### src/rtl/se4_pkg.sv
package se4_pkg;
  localparam int N_PORT = 4;
  localparam int IDX_W  = $clog2(N_PORT);
  localparam int TAG_W  = 2;
  localparam int GRP_LINKS = 2;

  // Route tag bits: bit 0 upper group, bit 1 lower group
  localparam int TAG_UP_BIT = 0;
  localparam int TAG_LO_BIT = 1;

  // Link numbering inside the element
  localparam logic [IDX_W-1:0] LINK_UP_REG = 2'd0;
  localparam logic [IDX_W-1:0] LINK_UP_ALT = 2'd1;
  localparam logic [IDX_W-1:0] LINK_LO_REG = 2'd2;
  localparam logic [IDX_W-1:0] LINK_LO_ALT = 2'd3;
endpackage

### src/rtl/se4_rank.sv
// Produces the service order: order[r] is the input served r-th.
module se4_rank
  import se4_pkg::*;
#(
  parameter int PRIO_W = 3
) (
  input  logic [N_PORT-1:0][PRIO_W-1:0] prio,
  output logic [N_PORT-1:0][IDX_W-1:0]  order
);
  logic [N_PORT-1:0][IDX_W-1:0] rank;

  for (genvar i = 0; i < N_PORT; i++) begin : g_rank
    always_comb begin
      logic [IDX_W:0] ahead;
      ahead = '0;
      for (int j = 0; j < N_PORT; j++) begin
        if (j != i) begin
          if ((prio[j] > prio[i]) || ((prio[j] == prio[i]) && (j < i)))
            ahead = ahead + 1'b1;
        end
      end
      rank[i] = ahead[IDX_W-1:0];
    end
  end

  always_comb begin
    order = '0;
    for (int r = 0; r < N_PORT; r++) begin
      for (int i = 0; i < N_PORT; i++) begin
        if (rank[i] == IDX_W'(r)) order[r] = IDX_W'(i);
      end
    end
  end
endmodule

### src/rtl/se4_alloc.sv
// Walks inputs in service order and hands out group links.
module se4_alloc
  import se4_pkg::*;
(
  input  logic [N_PORT-1:0][IDX_W-1:0] order,
  input  logic [N_PORT-1:0]            want_up,
  input  logic [N_PORT-1:0]            want_lo,
  output logic [N_PORT-1:0]            grant,
  output logic [N_PORT-1:0]            link_on,
  output logic [N_PORT-1:0][IDX_W-1:0] link_src
);
  always_comb begin
    logic [1:0]       used_up;
    logic [1:0]       used_lo;
    logic [IDX_W-1:0] who;
    logic             fits;
    used_up  = '0;
    used_lo  = '0;
    grant    = '0;
    link_on  = '0;
    link_src = '0;
    for (int r = 0; r < N_PORT; r++) begin
      who  = order[r];
      fits = (want_up[who] || want_lo[who]) &&
             (!want_up[who] || (used_up < 2'(GRP_LINKS))) &&
             (!want_lo[who] || (used_lo < 2'(GRP_LINKS)));
      if (fits) begin
        grant[who] = 1'b1;
        if (want_up[who]) begin
          if (used_up == 2'd0) begin
            link_on[LINK_UP_REG]  = 1'b1;
            link_src[LINK_UP_REG] = who;
          end else begin
            link_on[LINK_UP_ALT]  = 1'b1;
            link_src[LINK_UP_ALT] = who;
          end
          used_up = used_up + 2'd1;
        end
        if (want_lo[who]) begin
          if (used_lo == 2'd0) begin
            link_on[LINK_LO_REG]  = 1'b1;
            link_src[LINK_LO_REG] = who;
          end else begin
            link_on[LINK_LO_ALT]  = 1'b1;
            link_src[LINK_LO_ALT] = who;
          end
          used_lo = used_lo + 2'd1;
        end
      end
    end
  end
endmodule

### src/rtl/mcast_se4.sv
module mcast_se4
  import se4_pkg::*;
#(
  parameter int PRIO_W = 3,
  parameter int DATA_W = 16
) (
  input  logic                              clk,
  input  logic                              rst,
  input  logic [N_PORT-1:0]                 in_valid,
  input  logic [N_PORT-1:0][PRIO_W-1:0]     in_prio,
  input  logic [N_PORT-1:0][TAG_W-1:0]      in_tag,
  input  logic [N_PORT-1:0][DATA_W-1:0]     in_data,
  output logic [N_PORT-1:0]                 in_ack,
  output logic [N_PORT-1:0]                 out_valid,
  output logic [N_PORT-1:0][IDX_W-1:0]      out_src,
  output logic [N_PORT-1:0][PRIO_W-1:0]     out_prio,
  output logic [N_PORT-1:0][DATA_W-1:0]     out_data
);
  logic [N_PORT-1:0]            want_up, want_lo;
  logic [N_PORT-1:0][IDX_W-1:0] order;
  logic [N_PORT-1:0]            grant;
  logic [N_PORT-1:0]            link_on;
  logic [N_PORT-1:0][IDX_W-1:0] link_src;

  for (genvar i = 0; i < N_PORT; i++) begin : g_req
    assign want_up[i] = in_valid[i] & in_tag[i][TAG_UP_BIT];
    assign want_lo[i] = in_valid[i] & in_tag[i][TAG_LO_BIT];
  end

  se4_rank #(.PRIO_W(PRIO_W)) u_rank (
    .prio  (in_prio),
    .order (order)
  );

  se4_alloc u_alloc (
    .order    (order),
    .want_up  (want_up),
    .want_lo  (want_lo),
    .grant    (grant),
    .link_on  (link_on),
    .link_src (link_src)
  );

  always_ff @(posedge clk) begin
    if (rst) begin
      out_valid <= '0;
      in_ack    <= '0;
    end else begin
      out_valid <= link_on;
      in_ack    <= grant;
    end
  end

  for (genvar k = 0; k < N_PORT; k++) begin : g_link
    always_ff @(posedge clk) begin
      out_src[k]  <= link_src[k];
      out_prio[k] <= in_prio[link_src[k]];
      out_data[k] <= in_data[link_src[k]];
    end
  end
endmodule

### config.mk
export PLATFORM = sky130hd
export DESIGN_NAME = mcast_se4
export DESIGN_NICKNAME = d
export VERILOG_FILES = /design/src/rtl/se4_pkg.sv /design/src/rtl/se4_rank.sv /design/src/rtl/se4_alloc.sv /design/src/rtl/mcast_se4.sv
export SDC_FILE = /design/constraint.sdc
export NUM_CORES = 1
export LEC_CHECK = 0
export BUFFER_PORTS_ARGS = -buffer_cell sky130_fd_sc_hd__buf_2
export CELL_PAD_IN_SITES_DETAIL_PLACEMENT = 1
export CELL_PAD_IN_SITES_GLOBAL_PLACEMENT = 2
export CORE_ASPECT_RATIO = 1.1
export CORE_MARGIN = 8
export CORE_UTILIZATION = 36
export CTS_CLUSTER_DIAMETER = 40
export DETAILED_ROUTE_END_ITERATION = 10
export GPL_TIMING_DRIVEN = 1
export PLACE_DENSITY = 0.87
export REMOVE_ABC_BUFFERS = 1
export SYNTH_ARGS = -nofsm -noshare
export SYNTH_HDL_FRONTEND = slang
export SYNTH_HIERARCHICAL = 1
export SYNTH_SLANG_ARGS = --single-unit
### constraint.sdc
create_clock -name clk -period 12 [get_ports clk]
set_clock_uncertainty 0.05 [all_clocks]
set_input_delay 1.2 -clock clk [delete_from_list [all_inputs] [get_ports clk]]
set_output_delay 1.2 -clock clk [all_outputs]
set_load 0.01 [all_outputs]
==> metrics.txt <==
Finished Layout Cells between 800 and 900; worst relative slew slack between 20% and 30%; CTS tree built; CTS resizes 0; Initial Util a little over a third; #FFs+latches synth 92; crit path launch in_prio[7]; placed insts ~820; DR WL/cell roughly 24 um; DRC 0; synth unique cells 60; HPWL Detailed ~16 mm; Tot GR Track Use 18.8%; number of fill cells 1785; Slew @ Worst Pin about 1.1 ns; RSZ-0062 raised after global routing false; Die W 138 um; Crit. End Element register; # H-tree levels 3; CP Launch Type primary input; Final Hold Viols 0; Ys Warns 6; CP arrival 7.88 ns; Area growth, synth to finish 21.9%; via count 4887; Data required, critical path 12.15 ns; # Post-CTS Setup Buffers 0; vias per inst 5.82; IO Count 182; Post-synth EDFFs 0; maximum VDD drop 102 uV; Num Clock Sinks ~90; Setup CP Type primary input to register; final slew viol count 0; Root Driver clkbuf_16; antenna viol nets, final 0; pre-CTS setup slack 3.96 ns; sequential share of the synthesized area between 30% and 40%; clock buffer count from CTS 9; Worst Setup Slack, final 4.28 ns; Fmax 129 MHz; clock-pin slew on the worst setup and hold paths 0.06 ns; status completed; final worst-path cycle share between 60% and 70%; die area 20800 um2; Worst Setup EP out_prio[8]; final setup TNS 0 ns; syn avg cell area 13.0 um2; first-pass GRT wire length 30.7 mm; number of port buffers between 150 and 200; TritonRoute pass-1 iters 4; global route overflow 0; P_leak 3.11 nW; final setup violation count 0; Chip Height approximately 150 um; Core ar. roughly 16000 um2; max cap viols 0; CTS max path bufs 2; share of cells above drive strength 1 43.4%; fraction of registers with async set/reset 0%; Worst Path Max Fanout 20; cells after synthesis approximately 450; vias in the first global route 5142; post-route minimum period 7.72 ns; cts hold-fix bufs 0; Storage cell area 1840 um2; Post-Route WL 19.8 mm; HP Class primary input to register; pin count of the biggest net entering global routing 21; Iteration-0 DRC Markers approximately 280; GPL Wtd Cong 0.887; Power Density 274 nW/um2; most common flop cell mapped by yosys dfxtp_1; initial antenna violation count 4; area taken by multi-input logic gates 3750 um2; Cell Rows 49; core occupancy in the finished layout 44.5%; Final #Nets 749; Netlist Area Pre-Place 5900 um2
[metrics by stage]
step	area [um2]	hold slack (ns)	power [mW]
6_report	7200	1.09	1.97
5_1_grt	7190	1.09	2.08
4_1_cts	7180	1.09	1.99
3_5_place_dp	6900	1.44	1.71
3_3_place_gp	6900	1.44	1.67
2_1_floorplan	5680	1.22	1.28
[cells by family after synthesis]
group                      synth area share, %
buffers and inverters                     5.49
AOI/OAI and AO/OA                         9.71
DFF                                       31.2
adders and majority gates                 7.00
muxes                                     37.1
and+or+nand+nor                           9.52
[critical path, cell delays in order]
cell and delay (ns):
buf_2 0.15, inv_1 0.07, ha_1 0.32, nor2b_1 0.14, o21ai_0 0.16, nand2b_1 0.17
a31oi_1 0.28, ha_1 0.34, inv_1 0.11, o2bb2ai_1 0.08, o211ai_1 0.73, mux4_2 0.72
ha_1 0.32, o21ai_1 0.32, ha_1 0.35, nand2_1 0.12, a21oi_1 0.07, or2_1 0.27
a21boi_0 0.29, a221oi_1 0.13, a21oi_4 0.82, mux4_1 0.67
[cell type report]
type	instances	area share, %
Antenna cell	5	0.174
Timing Repair Buffer	186	13.1
Clock inverter	6	0.661
Sequential cell	92	25.6
Tap cell	204	3.55
Inverter	27	1.41
Clock buffer	10	3.32
Multi-Input combinational cell	310	52.2
[sequential cells by signal (all words and copies together) (netlist names)]
register   flops
out_data      64
out_prio      12
out_src        8
in_ack         4
out_valid      4
[how the worst min path moves through the flow]
| stage | startpoint | depth (start not counted) | slack, ns | end |
|---|---|---|---|---|
| finish | rst | 2 | 1.09 | out_valid[3] |
| global route | rst | 2 | 1.09 | in_ack[0] |
| CTS | rst | 2 | 1.09 | out_valid[3] |
| detailed placement | rst | 2 | 1.44 | out_valid[3] |
| global placement | rst | 2 | 1.44 | in_ack[0] |
| floorplan | rst | 1 | 1.22 | in_ack[0] |
[where the power goes]
group,switching [mW],internal [mW],total (mW)
Clock,0.124,0.148,0.272
Sequential,0.0525,0.472,0.524
Combinational,0.622,0.551,1.17
Total,0.799,1.17,1.97
[synth_stat cells, types with 9 or more instances]
master,number,area [um2]
a21oi_1,10,50.1
and2_1,9,56.3
buf_2,9,45.0
dfxtp_1,92,1840
ha_1,33,413
inv_1,25,93.8
mux4_1,36,946
mux4_2,48,1080
nand2_1,20,75.1
nand3_1,10,50.1
nor2_1,15,56.3
nor2b_1,15,93.8
o21ai_0,13,65.1
o22ai_1,11,68.8
[per-layer routing]
metal / GRT usage [%] / wire [um]
met1: 22.3 / 8160
met3: 3.69 / 1220
met4: 7.12 / 426
met5: 0 / 12
met2: 33.1 / 9930
[layout by cell type, fill, tap and decap left out, drive strengths merged, types with 3 or more instances in the layout]
| cell | netlist | routed |
|---|---|---|
| a21oi | 12 | 12 |
| a31oi | 3 | 3 |
| and2 | 9 | 9 |
| buf | 20 | 186 |
| clkbuf | 5 | 10 |
| clkinv | 0 | 4 |
| dfxtp | 92 | 92 |
| diode | 0 | 5 |
| ha | 33 | 33 |
| inv | 27 | 29 |
| mux2 | 6 | 6 |
| mux2i | 9 | 9 |
| mux4 | 84 | 84 |
| nand2 | 20 | 20 |
| nand2b | 7 | 7 |
| nand3 | 10 | 10 |
| nand3b | 6 | 6 |
| nor2 | 16 | 16 |
| nor2b | 16 | 16 |
| o211ai | 8 | 8 |
| o21ai | 17 | 17 |
| o221ai | 3 | 3 |
| o22ai | 12 | 12 |
| or2 | 5 | 5 |
Power figures use the tool's default switching activity.
